--- config.mk ---
export PLATFORM = sky130hd
export DESIGN_NAME = edge_capture_counter
export DESIGN_NICKNAME = d
export VERILOG_FILES = /design/src/rtl/ecc_pkg.sv /design/src/rtl/ecc_edge_detect.sv /design/src/rtl/ecc_cfg_regs.sv /design/src/rtl/ecc_capture_core.sv /design/src/rtl/edge_capture_counter.sv
export SDC_FILE = /design/constraint.sdc
export NUM_CORES = 1
export LEC_CHECK = 0
export BUFFER_PORTS_ARGS = -buffer_cell sky130_fd_sc_hd__clkbuf_2
export CORE_ASPECT_RATIO = 0.8
export CORE_MARGIN = 2
export CORE_UTILIZATION = 54
export DETAILED_ROUTE_END_ITERATION = 8
export PLACE_DENSITY = 0.85
export SLEW_MARGIN = 20
export SYNTH_ARGS = -nofsm -noshare
export SYNTH_HDL_FRONTEND = slang
export SYNTH_SLANG_ARGS = --single-unit
--- constraint.sdc ---
create_clock -name clk -period 3.29 [get_ports clk]
set_clock_uncertainty 0.05 [all_clocks]
set_input_delay 0.329 -clock clk [delete_from_list [all_inputs] [get_ports clk]]
set_output_delay 0.329 -clock clk [all_outputs]
set_load 0.01 [all_outputs]
--- src/rtl/ecc_pkg.sv ---
package ecc_pkg;

    typedef enum logic [1:0] {
        ST_IDLE,
        ST_INIT,
        ST_COUNT,
        ST_DONE
    } ecc_state_e;

    localparam logic [2:0] PACT_NONE   = 3'b000;
    localparam logic [2:0] PACT_RISE   = 3'b001;
    localparam logic [2:0] PACT_FALL   = 3'b010;
    localparam logic [2:0] PACT_EITHER = 3'b011;

    localparam logic [1:0] PST_HIGH = 2'b01;
    localparam logic [1:0] PST_LOW  = 2'b10;

    localparam logic [1:0] ADDR_CTRL = 2'd0;
    localparam logic [1:0] ADDR_MAX  = 2'd1;
    localparam logic [1:0] ADDR_MODE = 2'd2;
    localparam logic [1:0] ADDR_SVC  = 2'd3;

    localparam logic [1:0] SVC_INIT = 2'b01;

endpackage

--- src/rtl/ecc_edge_detect.sv ---
module ecc_edge_detect #(
    parameter int SYNC_STAGES = 2
) (
    input  logic       clk,
    input  logic       rst_n,
    input  logic       pin_in,
    input  logic [2:0] pin_action,
    output logic       edge_hit
);
    import ecc_pkg::*;

    logic [SYNC_STAGES-1:0] sync_q;
    logic                   prev_q;
    logic                   cur;
    logic                   rise;
    logic                   fall;

    generate
        if (SYNC_STAGES == 1) begin : g_one
            always_ff @(posedge clk or negedge rst_n) begin
                if (!rst_n) sync_q <= '0;
                else        sync_q <= pin_in;
            end
        end else begin : g_many
            always_ff @(posedge clk or negedge rst_n) begin
                if (!rst_n) sync_q <= '0;
                else        sync_q <= {sync_q[SYNC_STAGES-2:0], pin_in};
            end
        end
    endgenerate

    assign cur = sync_q[SYNC_STAGES-1];

    always_ff @(posedge clk or negedge rst_n) begin
        if (!rst_n) prev_q <= 1'b0;
        else        prev_q <= cur;
    end

    assign rise = cur & ~prev_q;
    assign fall = ~cur & prev_q;

    always_comb begin
        unique case (pin_action)
            PACT_RISE:   edge_hit = rise;
            PACT_FALL:   edge_hit = fall;
            PACT_EITHER: edge_hit = rise | fall;
            default:     edge_hit = 1'b0;
        endcase
    end
endmodule

--- src/rtl/ecc_cfg_regs.sv ---
module ecc_cfg_regs #(
    parameter int DW = 16,
    parameter int CW = 16
) (
    input  logic          clk,
    input  logic          rst_n,
    input  logic          cfg_we,
    input  logic [1:0]    cfg_addr,
    input  logic [DW-1:0] cfg_wdata,
    input  logic          svc_done,
    output logic [3:0]    tbs,
    output logic [2:0]    pin_action,
    output logic [1:0]    pin_state,
    output logic [CW-1:0] max_count,
    output logic          continual,
    output logic          irq_en,
    output logic [1:0]    hsr,
    output logic          stat_clr
);
    import ecc_pkg::*;

    logic unused_wdata;
    assign unused_wdata = ^cfg_wdata;

    always_ff @(posedge clk or negedge rst_n) begin
        if (!rst_n) begin
            tbs        <= 4'b0000;
            pin_action <= PACT_NONE;
            pin_state  <= 2'b11;
            max_count  <= '0;
            continual  <= 1'b0;
            irq_en     <= 1'b0;
        end else if (cfg_we) begin
            unique case (cfg_addr)
                ADDR_CTRL: begin
                    tbs       <= cfg_wdata[3:0];
                    pin_state <= cfg_wdata[8:7];
                    if (!cfg_wdata[6]) pin_action <= cfg_wdata[6:4];
                end
                ADDR_MAX:  max_count <= cfg_wdata[CW-1:0];
                ADDR_MODE: begin
                    continual <= cfg_wdata[0];
                    irq_en    <= cfg_wdata[1];
                end
                default: ;
            endcase
        end
    end

    always_ff @(posedge clk or negedge rst_n) begin
        if (!rst_n)
            hsr <= 2'b00;
        else if (cfg_we && cfg_addr == ADDR_SVC && cfg_wdata[1:0] == SVC_INIT)
            hsr <= SVC_INIT;
        else if (svc_done)
            hsr <= 2'b00;
    end

    assign stat_clr = cfg_we && (cfg_addr == ADDR_SVC) && cfg_wdata[2];
endmodule

--- src/rtl/ecc_capture_core.sv ---
module ecc_capture_core #(
    parameter int TW = 16,
    parameter int CW = 16
) (
    input  logic               clk,
    input  logic               rst_n,
    input  logic               edge_hit,
    input  logic [TW-1:0]      tstamp,
    input  logic [CW-1:0]      max_count,
    input  logic               continual,
    input  logic               svc_pending,
    input  logic               stat_clr,
    output logic               svc_done,
    output ecc_pkg::ecc_state_e state,
    output logic [CW-1:0]      trans_count,
    output logic [TW-1:0]      last_time,
    output logic [TW-1:0]      final_time,
    output logic               irq_status
);
    import ecc_pkg::*;

    ecc_state_e    state_nx;
    logic [CW-1:0] cnt_inc;
    logic          take;
    logic          reach;

    assign cnt_inc = trans_count + 1'b1;
    assign take    = (state == ST_COUNT) && edge_hit;
    assign reach   = take && (max_count != '0) && (cnt_inc == max_count);

    always_ff @(posedge clk or negedge rst_n) begin
        if (!rst_n) state <= ST_IDLE;
        else        state <= state_nx;
    end

    always_comb begin
        state_nx = state;
        svc_done = 1'b0;
        unique case (state)
            ST_IDLE:  if (svc_pending) state_nx = ST_INIT;
            ST_INIT: begin
                svc_done = 1'b1;
                state_nx = ST_COUNT;
            end
            ST_COUNT: begin
                if (svc_pending)            state_nx = ST_INIT;
                else if (reach && !continual) state_nx = ST_DONE;
            end
            ST_DONE:  if (svc_pending) state_nx = ST_INIT;
            default:  state_nx = ST_IDLE;
        endcase
    end

    always_ff @(posedge clk or negedge rst_n) begin
        if (!rst_n) begin
            trans_count <= '0;
            last_time   <= '0;
            final_time  <= '0;
        end else if (state == ST_INIT) begin
            trans_count <= '0;
            last_time   <= '0;
            final_time  <= '0;
        end else if (take) begin
            last_time <= tstamp;
            if (reach) begin
                final_time  <= tstamp;
                trans_count <= continual ? '0 : cnt_inc;
            end else begin
                trans_count <= cnt_inc;
            end
        end
    end

    always_ff @(posedge clk or negedge rst_n) begin
        if (!rst_n)        irq_status <= 1'b0;
        else if (reach)    irq_status <= 1'b1;
        else if (stat_clr) irq_status <= 1'b0;
    end
endmodule

--- src/rtl/edge_capture_counter.sv ---
module edge_capture_counter #(
    parameter int TW          = 16,
    parameter int CW          = 16,
    parameter int DW          = 16,
    parameter int SYNC_STAGES = 2
) (
    input  logic          clk,
    input  logic          rst_n,
    input  logic          cfg_we,
    input  logic [1:0]    cfg_addr,
    input  logic [DW-1:0] cfg_wdata,
    input  logic [TW-1:0] tb_a,
    input  logic [TW-1:0] tb_b,
    input  logic          pin_in,
    output logic          pin_oe,
    output logic          pin_drive,
    output logic [CW-1:0] trans_count,
    output logic [TW-1:0] last_time,
    output logic [TW-1:0] final_time,
    output logic [1:0]    hsr_state,
    output logic          irq_status,
    output logic          irq_out
);
    import ecc_pkg::*;

    logic [3:0]    tbs;
    logic [2:0]    pin_action;
    logic [1:0]    pin_state;
    logic [CW-1:0] max_count;
    logic          continual;
    logic          irq_en;
    logic          stat_clr;
    logic          svc_done;
    logic          edge_hit;
    logic [TW-1:0] tstamp;
    ecc_state_e    state_w;
    logic          unused_tbs;

    assign unused_tbs = tbs[0];

    ecc_cfg_regs #(.DW(DW), .CW(CW)) u_regs (
        .clk(clk), .rst_n(rst_n),
        .cfg_we(cfg_we), .cfg_addr(cfg_addr), .cfg_wdata(cfg_wdata),
        .svc_done(svc_done),
        .tbs(tbs), .pin_action(pin_action), .pin_state(pin_state),
        .max_count(max_count), .continual(continual), .irq_en(irq_en),
        .hsr(hsr_state), .stat_clr(stat_clr)
    );

    ecc_edge_detect #(.SYNC_STAGES(SYNC_STAGES)) u_edge (
        .clk(clk), .rst_n(rst_n), .pin_in(pin_in),
        .pin_action(pin_action), .edge_hit(edge_hit)
    );

    assign tstamp = (tbs[3:1] == 3'b001) ? tb_b : tb_a;

    ecc_capture_core #(.TW(TW), .CW(CW)) u_core (
        .clk(clk), .rst_n(rst_n),
        .edge_hit(edge_hit), .tstamp(tstamp),
        .max_count(max_count), .continual(continual),
        .svc_pending(hsr_state == SVC_INIT), .stat_clr(stat_clr),
        .svc_done(svc_done), .state(state_w),
        .trans_count(trans_count), .last_time(last_time),
        .final_time(final_time), .irq_status(irq_status)
    );

    always_comb begin
        pin_oe    = (pin_state == PST_HIGH) || (pin_state == PST_LOW);
        pin_drive = (pin_state == PST_HIGH);
    end

    assign irq_out = irq_status & irq_en;
endmodule

* Word-level counts from Yosys, hierarchy flattened
Cells that the tools add are included.
Word-level totals: bits in registers 82, output and inout bits 54, input port bits 54
Cells by class: add/sub/neg operators 1, bitwise gates (word level) 7, reduce and logical (&&, ||, !) cells 23, multiplexer cells 20, equality and inequality tests 17
Operator list (number):
- two-way mux 16 bit | 10
- adder 16 x 1 -> 16 bit, second input constant | 1
- equality test 16 bit | 1
- nonzero test 16 bit | 1
- equality test 2 bit, second input constant | 7
- equality test 2 x 1 -> 1 bit, second input constant | 6
- two-way mux 2 bit | 5
- AND reduction 2 bit | 5
- nonzero test 2 bit | 4
- logical AND 1 bit | 7
- one-hot mux 2 bit (3 select lines) | 1
- zero test 2 bit | 2
- AND 1 bit | 3
- equality test 3 x 1 -> 1 bit, second input constant | 1
- two-way mux 1 bit | 3
- inequality test 3 x 2 -> 1 bit, second input constant | 1
- NOT 1 bit | 3
- one-hot mux 1 bit (3 select lines) | 1
- AND reduction 3 bit | 1
- inequality test 2 x 1 -> 1 bit, second input constant | 1
- OR reduction 2 bit | 1
- zero test 1 bit | 1
- logical OR 1 bit | 1
- OR 1 bit | 1

* Depth between registers and ports, before layout
Gate-level depths: netlist of the first run.
depth after elaboration 11, gate-level depth with buffers 10, gate-level depth less buffers 8

* By module
A second synthesis of the first run with hierarchy kept.
Second synthesis, totals: cells, all modules 468, area total of the unflattened synthesis 4717.0 µm²
By module, submodules not included:
- ecc_capture_core | area an instance 3208.1 µm², seq. area each 1276.2 µm², instances 1, cells each 367
- ecc_cfg_regs | area an instance 1128.6 µm², seq. area each 678.2 µm², instances 1, cells each 67
- edge_capture_counter | area an instance 246.5 µm², seq. area each 0.0 µm², instances 1, cells each 23
- ecc_edge_detect | area an instance 133.9 µm², seq. area each 75.1 µm², instances 1, cells each 11

* Worst setup path after synthesis of the first run
No wires, ideal clock.
kind register -> register, start register u_core.trans_count[3], end register u_core.final_time[10], stages on the path, launching flop included 10, setup time 0.125 ns, arrival time 2.442 ns, data required time 3.115 ns, path slack 0.673 ns, cell sequence dfrtp_1 buf_4 and4_1 buf_2 a2111oi_2 nor4_1 a2111oi_2 nand4_4 buf_6 mux2_4
On the way: cells in the longest elaborated chain, start to end 5
RTL lines:
- start: declaration | line ecc_capture_core.sv:15 | output logic [CW-1:0] trans_count,
- start signal: assignment | line ecc_capture_core.sv:67 | trans_count <= continual ? '0 : cnt_inc;
- start signal: assignment | line ecc_capture_core.sv:69 | trans_count <= cnt_inc;
- adder 16 x 1 -> 16 bit | line ecc_capture_core.sv:27 | assign cnt_inc = trans_count + 1'b1;
- equality test 16 bit | line ecc_capture_core.sv:29 | assign reach = take && (max_count != '0) && (cnt_inc == max_count);
- logical AND 1 bit | line ecc_capture_core.sv:29
- nonzero test 2 bit (no line)
- AND reduction 2 bit (no line)
- end signal: assignment | line ecc_capture_core.sv:66 | final_time <= tstamp;
- end: declaration | line ecc_capture_core.sv:17 | output logic [TW-1:0] final_time,
No other way between the ends. A chain may end at the register's enable or synchronous reset.

* Worst setup path after layout of the first run
start register u_core.trans_count[0], end register u_core.final_time[10]
Same word-level chain as after synthesis.

==> impl_metrics.ini, run 1 <==
[timing]
fin_crit_sh = 0.9144
post-route-min-period_ns = 3.008
drv_slew = 0
totalNegativeSetupSlack_ns = 0
setup_viol = 0
max_freq_mhz = 332.4
holdWs_ns = -0.06681
rsz0062_at_grt = false
max_slew_margin = 0.4216
final_hold_viol_count = 75
worstMarginPinSlew_ns = 0.8676

[placed_design]
gp_congestion = 0.9439
io_buffers = 106
post-place-cells = 623
hpwl_um = 7933

[synth]
synth_top_family_by_area = simple AND/OR/NAND/NOR gates
yosys.area.top_type = dfrtp_1
yosysSeqAreaShare = 0.4379
synthArstFlopShare = 1.000
yosysTopAreaCellShare = 0.4265
synth_warnings = 0
synth_compound_area_frac = 0.1400
synthFlopType = dfrtp_1
synth_fa_ha_area_frac = 0.01914
synth-edff-count = 0
synth_xor_area_frac = 0.05549
synth_area_per_cell_um2 = 10.67
synthSimpleGateAreaFrac = 0.1605
synth_seq_cells = 80
synthTopCellsByArea = dfrtp_1, mux2_2, mux2_4
synth_mux_area_frac = 0.1411
syn-num-nets = 490
synth.cell_area_um2 = 4577
synth.distinct_cells = 58
syn_inst = 429

[min_path]
hp-class = input pin to asynchronous set/reset pin

[outcome]
status = complete, but fails checks
violations = negative hold slack

[global_routing]
gr-total-overflow = 0
grt_pass1_vias = 3602
grt_max_degree = 81
grt_pass1_wl_um = 17810
grt_util_all_layers = 0.2451
grt_antenna_before_repair = 0

[clocking]
cts-root-buf = clkbuf_8
post_cts_buffers = 0
clk_path_buf_depth = 2
cts-resized-gates = 0
clk_pin_slew_ns = 0.08
cts_tree = done
numCtsBuffers = 9
clock_latency_ns = 0.35
h-tree-depth = 3
ctsHoldBuffers = 0
clock-sinks = 80

[route]
dr_wl_met3_um = 635
avgRoutedWirePerCell_um = 16.97
drt-pass1-iter-count = 5
dr_total_vias = 3670
highest_layer = met4
postRouteAntennaNets = 0
drc_errors = 0
drt_iter0_drc = 174
vias_per_cell = 5.743
met1_length_um = 4766
wirelength_um = 10840
met2_length_um = 5232

[cells_and_area]
diodes = 0
nFillCells = 672
drive_gt1_frac = 0.3397
nets = 583
finalNonFillerCells = 639
area_delta_synth_final_pct = 18.62

[flow_run]
drv_cap = 0

[pwr]
p_total_uw = 3167
p_leak_uw = 0.002719
power_density_nw_per_um2 = 583.3
vdd_drop_max_mv = 0.3441

[worst_setup_path]
path_class = flip-flop to flip-flop
crit_buf_inv = 1
arrival_ns = 3.20
end_kind = flip-flop
cp.depth = 8
path_delay_family = simple AND/OR/NAND/NOR gates
cp_slowest_stage_delay_ns = 0.56
worstPathRequired_ns = 3.48
path_cells = ha_1 -> and3_1 -> nand3_1 -> mux2i_1 -> a2111oi_2 -> nand4_4 -> buf_12 -> mux2_4
worstRegToRegCells = 8
slowest_stage = a2111oi_2
worst-path-max-fanout = 26
startpoint_type = flip-flop

[floorplan]
die_w_um = 106.9
num_rows = 30
start_util = 0.5468
design.die.area_um2 = 9233
die_h_um = 86.35
core_um2 = 8371
ios = 108
==> kinds of logic (layout without fill, tap and decap cells) <==
family                   count (synthesis)  after routing
AND/OR/NAND/NOR                        136            136
flip-flops                              80             80
AO/OA/AOI/OAI                           77             77
multiplexers                            55             55
buffers and inverters                   44            142
XOR/XNOR                                29             29
adder cells (fa/ha/maj)                  7              7
other                                    1              1
==> state kept, by name, summed over array words and instances, names as in the netlist <==
signal,flops
u_core.final_time,16
u_core.irq_status,1
u_core.last_time,16
u_core.state,2
u_core.trans_count,16
u_edge.prev_q,1
u_edge.sync_q,2
u_regs.continual,1
u_regs.hsr,1
u_regs.irq_en,1
u_regs.max_count,16
u_regs.pin_action,2
u_regs.pin_state,2
u_regs.tbs,3
==> final timing paths <==
kind | start | slack, ns | end
setup / recovery | u_core.trans_count[0] | 0.28 | u_core.final_time[10]
hold / removal | rst_n | -0.07 | u_core.last_time[2]
setup reg to reg | u_core.trans_count[0] | 0.28 | u_core.final_time[10]
hold reg to reg | u_edge.sync_q[0] | 0.30 | u_edge.sync_q[1]
max in group asynchronous | rst_n | 2.74 | u_regs.max_count[7]
min in group clk | pin_in | 0.04 | u_edge.sync_q[0]
==> worst reg2reg max path: stages, from the launching register on <==
cell and delay, ns:
dfrtp_1 0.49, ha_1 0.33, and3_1 0.29, nand3_1 0.19, mux2i_1 0.17, a2111oi_2 0.56, nand4_4 0.25, buf_12 0.25
mux2_4 0.33
==> metrics by stage <==
| step | setup WS, ns | util | cell area, µm² |
|---|---|---|---|
| after floorplan | 0.6732 | - | 4577 |
| after global placement | 0.4435 | 0.6170 | 5165 |
| after detailed placement | 0.3451 | 0.6170 | 5165 |
| after CTS | 0.3108 | 0.6481 | 5425 |
| after global routing | 0.1618 | 0.6486 | 5429 |
| final | 0.2817 | 0.6486 | 5429 |
==> where the power goes <==
group	internal, µW	switching, µW	leakage, µW	total (µW)
Combinational	390	546	0.00156	936
Sequential	1150	148	0.00103	1300
Clock	583	352	0.000128	935
Total	2120	1050	0.00272	3170
==> layer usage <==
layer	up-vias	GRT usage
met5	-	0
met2	145	0.3845
li1	1723	-
met3	22	0.05338
met1	1780	0.3415
met4	0	0.08264
==> Yosys cell counts, drive strengths merged (7+ instances only) <==
master and count:
mux2i 18, nor4 7, nand4 7, o211a 13, nand2 19, a211oi 19, mux2 37, buf 15
a2111oi 8, ha 7, nor2 40, xor2 15, nor2b 21, nand3 12, o21ai 12, xnor2 14
clkbuf 15, inv 14, dfrtp 78
==> placed cells by master (no fill, tap or decap), drive strengths merged, types with 2 or more instances in the layout <==
cell type	synthesis	routed
clkbuf	15	116
dfrtp	78	78
nor2	40	40
mux2	37	37
nor2b	21	21
nand2	19	19
a211oi	19	19
mux2i	18	18
xor2	15	15
inv	14	14
xnor2	14	14
o211a	13	13
nand3	12	12
o21ai	12	12
a2111oi	8	8
nor4	7	7
ha	7	7
nand4	7	7
buf	15	7
nor3b	6	6
a21oi	5	5
and2	4	4
and4	4	4
bufinv	0	4
and3	3	3
a31oi	3	3
nand3b	3	3
nand2b	3	3
or4	2	2
or3	2	2
o21a	2	2
a31o	2	2
dfstp	2	2
==> layout make-up <==
class                      count  area [µm²]  area share
inverter                      14       52.55    0.009680
tap                          112       140.1     0.02581
sequential                    80        2004      0.3692
clock buffer                  11       131.4     0.02420
clock inverter                 5       128.9     0.02374
multi-input combinational    305        2377      0.4379
timing repair buffer         112       594.3      0.1095
No activity file was read; power rests on OpenSTA's default activity.
==> inputs of run 2 (changes only) <==
--- a/config.mk
+++ b/config.mk
@@ -8,9 +8,9 @@
 export BUFFER_PORTS_ARGS = -buffer_cell sky130_fd_sc_hd__clkbuf_2
 export CORE_ASPECT_RATIO = 0.8
 export CORE_MARGIN = 2
-export CORE_UTILIZATION = 54
+export CORE_UTILIZATION = 46
 export DETAILED_ROUTE_END_ITERATION = 8
-export PLACE_DENSITY = 0.85
+export PLACE_DENSITY = 0.75
 export SLEW_MARGIN = 20
 export SYNTH_ARGS = -nofsm -noshare
 export SYNTH_HDL_FRONTEND = slang
==> run 2 against run 1 <==
Against the previous run: the flow still finishes with violations (negative hold slack); flip-flop and latch count stayed put; critical path type unchanged; maximum frequency shrank 2.2%; first-iteration DRC count is 24% lower; critical endpoint is now u_core.final_time[9]; non-clock buffer count up 1; core utilization fell by 7.8 points.
==> impl_metrics.ini, run 2 (synthesis results as in run 1) <==
[outcome]
violations = negative hold slack
status = complete, but fails checks

[worst_setup_path]
cp_slowest_stage_delay_ns = 0.57
arrival_ns = 3.25
slowest_stage = a2111oi_2
path_cells = ha_1 -> and3_1 -> nand3_1 -> mux2i_1 -> a2111oi_2 -> nand4_4 -> buf_12 -> mux2_4
path_delay_family = simple AND/OR/NAND/NOR gates
path_class = flip-flop to flip-flop
worst-path-max-fanout = 23
worstPathRequired_ns = 3.46
startpoint_type = flip-flop
crit_buf_inv = 1
end_kind = flip-flop

[placed_design]
hpwl_um = 8234
io_buffers = 106
gp_congestion = 0.9089

[route]
dr_wl_met3_um = 775
highest_layer = met4
met1_length_um = 5164
drt_iter0_drc = 132
drt-pass1-iter-count = 4
vias_per_cell = 5.526
dr_total_vias = 3669
avgRoutedWirePerCell_um = 17.19
drc_errors = 0
met2_length_um = 5320
postRouteAntennaNets = 0
wirelength_um = 11420

[floorplan]
start_util = 0.4743
die_h_um = 93.22
core_um2 = 9649
design.die.area_um2 = 10770
ios = 108
num_rows = 32
die_w_um = 115.5

[global_routing]
gr-total-overflow = 0
grt_pass1_vias = 3617
grt_pass1_wl_um = 18280
grt_antenna_before_repair = 0
grt_max_degree = 81
grt_util_all_layers = 0.2182

[flow_run]
drv_cap = 0

[clocking]
cts_tree = done
numCtsBuffers = 9
clock-sinks = 80
clk_pin_slew_ns = 0.07
cts-root-buf = clkbuf_16
ctsHoldBuffers = 0
clk_path_buf_depth = 2
post_cts_buffers = 0
clock_latency_ns = 0.34
h-tree-depth = 3
cts-resized-gates = 0

[pwr]
vdd_drop_max_mv = 0.3479
p_total_uw = 3251
power_density_nw_per_um2 = 590.4
p_leak_uw = 0.002736

[cells_and_area]
layout_common_cells = clkbuf_2, dfrtp_1, nor2_1
final_common_cell = clkbuf_2
diodes = 0
drive_gt1_frac = 0.3409
area_delta_synth_final_pct = 20.31
nets = 584

[timing]
totalNegativeSetupSlack_ns = 0
max_slew_margin = 0.4468
worstMarginPinSlew_ns = 0.8273
drv_slew = 0
setup_viol = 0
post-route-min-period_ns = 3.075
final_hold_viol_count = 27
max_freq_mhz = 325.2
fin_crit_sh = 0.9347
rsz0062_at_grt = false
holdWs_ns = -0.04743

[min_path]
hp-class = input pin to asynchronous set/reset pin
## run 2: cell count changes in the layout (fill, tap and decap cells not counted), sizes merged
| cell | before | now |
|---|---|---|
| clkinvlp | 0 | 2 |
| clkinv | 1 | 0 |
| inv | 14 | 15 |
| bufinv | 4 | 1 |
| clkbuf | 116 | 117 |
| buf | 7 | 8 |
## run 2: metal layers
layer | vias up | global-route usage
met4 | 0 | 0.06426
met5 | - | 0
met1 | 1783 | 0.3072
met2 | 141 | 0.3338
met3 | 14 | 0.05379
li1 | 1731 | -
## run 2: layout make-up
cell class                      count  area (µm²)
Clock buffer                       12       246.5
Clock inverter                      4       53.80
Fill cell                         836        4143
Inverter                           14       52.55
Multi-Input combinational cell    305        2377
Sequential cell                    80        2004
Tap cell                          136       170.2
Timing Repair Buffer              113       601.8
## run 2: worst paths after layout
| check | endpoint | cells past startpoint | from | slack (ns) |
|---|---|---|---|---|
| min reg2reg | u_edge.sync_q[1] | 0 | u_edge.sync_q[0] | 0.30 |
| min | u_core.trans_count[10] | 1 | rst_n | -0.05 |
| min in group clk | u_edge.sync_q[0] | 1 | pin_in | 0.05 |
| max | u_core.final_time[9] | 8 | u_core.trans_count[0] | 0.21 |
| max in group asynchronous | u_core.last_time[4] | 1 | rst_n | 2.71 |
| max reg2reg | u_core.final_time[9] | 8 | u_core.trans_count[0] | 0.21 |
## run 2: power breakdown
part	total [µW]	leakage, µW	internal (µW)	switching [µW]
clock network	1020	0.000139	612	411
registers	1300	0.00103	1150	150
logic	929	0.00156	388	541
## run 2: through the flow
step                      worst slack [ns]    util  area [µm²]  cells
after global placement              0.4306  0.5392        5202    648
final                               0.2149  0.5707        5507    664
after floorplan                     0.6732       -        4577    429
after global routing                0.1693  0.5707        5507    664
after detailed placement            0.3034  0.5392        5202    648
after CTS                           0.2879  0.5703        5503    664
## run 2: worst reg2reg max path, cell delays in order (launching register included)
cell and delay [ns]:
dfrtp_1 0.49, ha_1 0.30, and3_1 0.28, nand3_1 0.18, mux2i_1 0.18, a2111oi_2 0.58
nand4_4 0.29, buf_12 0.26, mux2_4 0.33
==> inputs of run 3 (changes only) <==
--- a/config.mk
+++ b/config.mk
@@ -10,6 +10,7 @@
 export CORE_MARGIN = 2
 export CORE_UTILIZATION = 46
 export DETAILED_ROUTE_END_ITERATION = 8
+export GPL_TIMING_DRIVEN = 0
 export PLACE_DENSITY = 0.75
 export SLEW_MARGIN = 20
 export SYNTH_ARGS = -nofsm -noshare
==> constraint.sdc (replaced) <==
create_clock -name clk -period 3.29 [get_ports clk]
set_clock_uncertainty 0.05 [all_clocks]
set_input_delay 0.987 -clock clk [delete_from_list [all_inputs] [get_ports clk]]
set_output_delay 0.987 -clock clk [all_outputs]
set_load 0.01 [all_outputs]
==> run 3 against run 2 <==
Against the previous run: the flow now finishes without violations; worst hold slack better by 0.35 ns; combinational power rose by 4.5%; total power rose by 2.8%; sequential power barely moved; first-iteration DRC count increased by 61%; non-clock buffer count is 24 higher; die area is the same; critical path depth stayed put; cell count rose by 3.6%; flip-flop and latch count unchanged; register-to-register slack improved by 0.03 ns; wire length up 2.2%; critical endpoint is now u_core.final_time[10]; largest power group unchanged.
==> impl_metrics.ini, run 3 (synthesis results as in run 1) <==
[clocking]
cts-resized-gates = 0
clock-sinks = 80
cts-root-buf = clkbuf_16
clk_path_buf_depth = 2
cts_tree = done
clock_latency_ns = 0.33
numCtsBuffers = 9
ctsHoldBuffers = 0
h-tree-depth = 3
clk_pin_slew_ns = 0.06
post_cts_buffers = 0

[placed_design]
post-place-cells = 672
gp_congestion = 0.9189
io_buffers = 106
hpwl_um = 8777
dp_slack_ns = 0.3106

[cells_and_area]
postLayoutCoreUtil = 0.5826
layout_common_cells = clkbuf_2, dfrtp_1, nor2_1
area_delta_synth_final_pct = 22.83
nets = 608
finalNonFillerCells = 688
final_common_cell = clkbuf_2
diodes = 0
drive_gt1_frac = 0.3333

[timing]
holdWs_ns = 0.3020
setup_viol = 0
max_slew_margin = 0.4062
fin_ws_ns = 0.2423
post-route-min-period_ns = 3.048
rsz0062_at_grt = false
fin_crit_sh = 0.9263
totalNegativeSetupSlack_ns = 0
drv_slew = 0
max_freq_mhz = 328.1
final_hold_viol_count = 0
worstMarginPinSlew_ns = 0.8887

[worst_setup_path]
path_cells = ha_1 -> and3_1 -> nand3_1 -> mux2i_1 -> a2111oi_2 -> nand4_4 -> buf_6 -> mux2_4
startpoint_type = flip-flop
cp_slowest_stage_delay_ns = 0.59
worstPathRequired_ns = 3.45
path_class = flip-flop to flip-flop
crit_buf_inv = 1
end_kind = flip-flop
arrival_ns = 3.21
worst-path-max-fanout = 10
path_delay_family = simple AND/OR/NAND/NOR gates
slowest_stage = a2111oi_2

[pwr]
p_leak_uw = 0.002805
vdd_drop_max_mv = 0.3657
power_density_nw_per_um2 = 594.7

[route]
drt_iter0_drc = 213
drt-pass1-iter-count = 5
postRouteAntennaNets = 0
met1_length_um = 5414
avgRoutedWirePerCell_um = 16.96
dr_wl_met3_um = 745
drc_errors = 0
met2_length_um = 5380
vias_per_cell = 5.516
wirelength_um = 11670
highest_layer = met4
dr_total_vias = 3795

[outcome]
status = complete, no violations

[global_routing]
grt_pass1_vias = 3754
gr-total-overflow = 0
grt_util_all_layers = 0.2231
grt_max_degree = 53
grt_pass1_wl_um = 18860
grt_antenna_before_repair = 0

[floorplan]
ios = 108
start_util = 0.4743
core_um2 = 9649
die_h_um = 93.22
num_rows = 32
die_w_um = 115.5
design.die.area_um2 = 10770

[flow_run]
drv_cap = 0

[min_path]
hp-class = flip-flop to flip-flop
-- run 3: power by group --
group          internal, µW  switching [µW]  total [µW]
Combinational           401             570         971
Sequential             1150             149        1300
Clock                   667             407        1070
Total                  2220            1130        3340
-- run 3: layout make-up --
cell class | instances | area, µm²
Multi-Input combinational cell | 305 | 2366
Clock inverter | 5 | 81.33
Buffer | 30 | 153.9
Inverter | 14 | 52.55
Sequential cell | 80 | 2004
Tap cell | 136 | 170.2
Clock buffer | 11 | 232.7
Fill cell | 830 | 4028
Timing Repair Buffer | 107 | 560.5
-- run 3: final timing paths --
| kind | endpoint | depth (start not counted) | startpoint | slack [ns] |
|---|---|---|---|---|
| max in group asynchronous | u_regs.pin_state[1] | 2 | rst_n | 2.00 |
| hold / removal | u_edge.sync_q[1] | 0 | u_edge.sync_q[0] | 0.30 |
| min in group asynchronous | u_regs.max_count[14] | 1 | rst_n | 0.56 |
| setup / recovery | u_core.final_time[10] | 8 | u_core.trans_count[0] | 0.24 |
| setup reg to reg | u_core.final_time[10] | 8 | u_core.trans_count[0] | 0.24 |
| hold reg to reg | u_edge.sync_q[1] | 0 | u_edge.sync_q[0] | 0.30 |
-- run 3: through the flow --
stage	total power, µW	area, µm²
after floorplan	1923	4577
after global placement	2219	5278
after detailed placement	2280	5308
after CTS	3351	5622
after global routing	3526	5622
final	3343	5622
-- run 3: metal layers --
layer	vias up	global-route usage
met5	-	0
met4	0	0.05221
met3	12	0.05185
met2	132	0.3328
met1	1874	0.3294
li1	1777	-
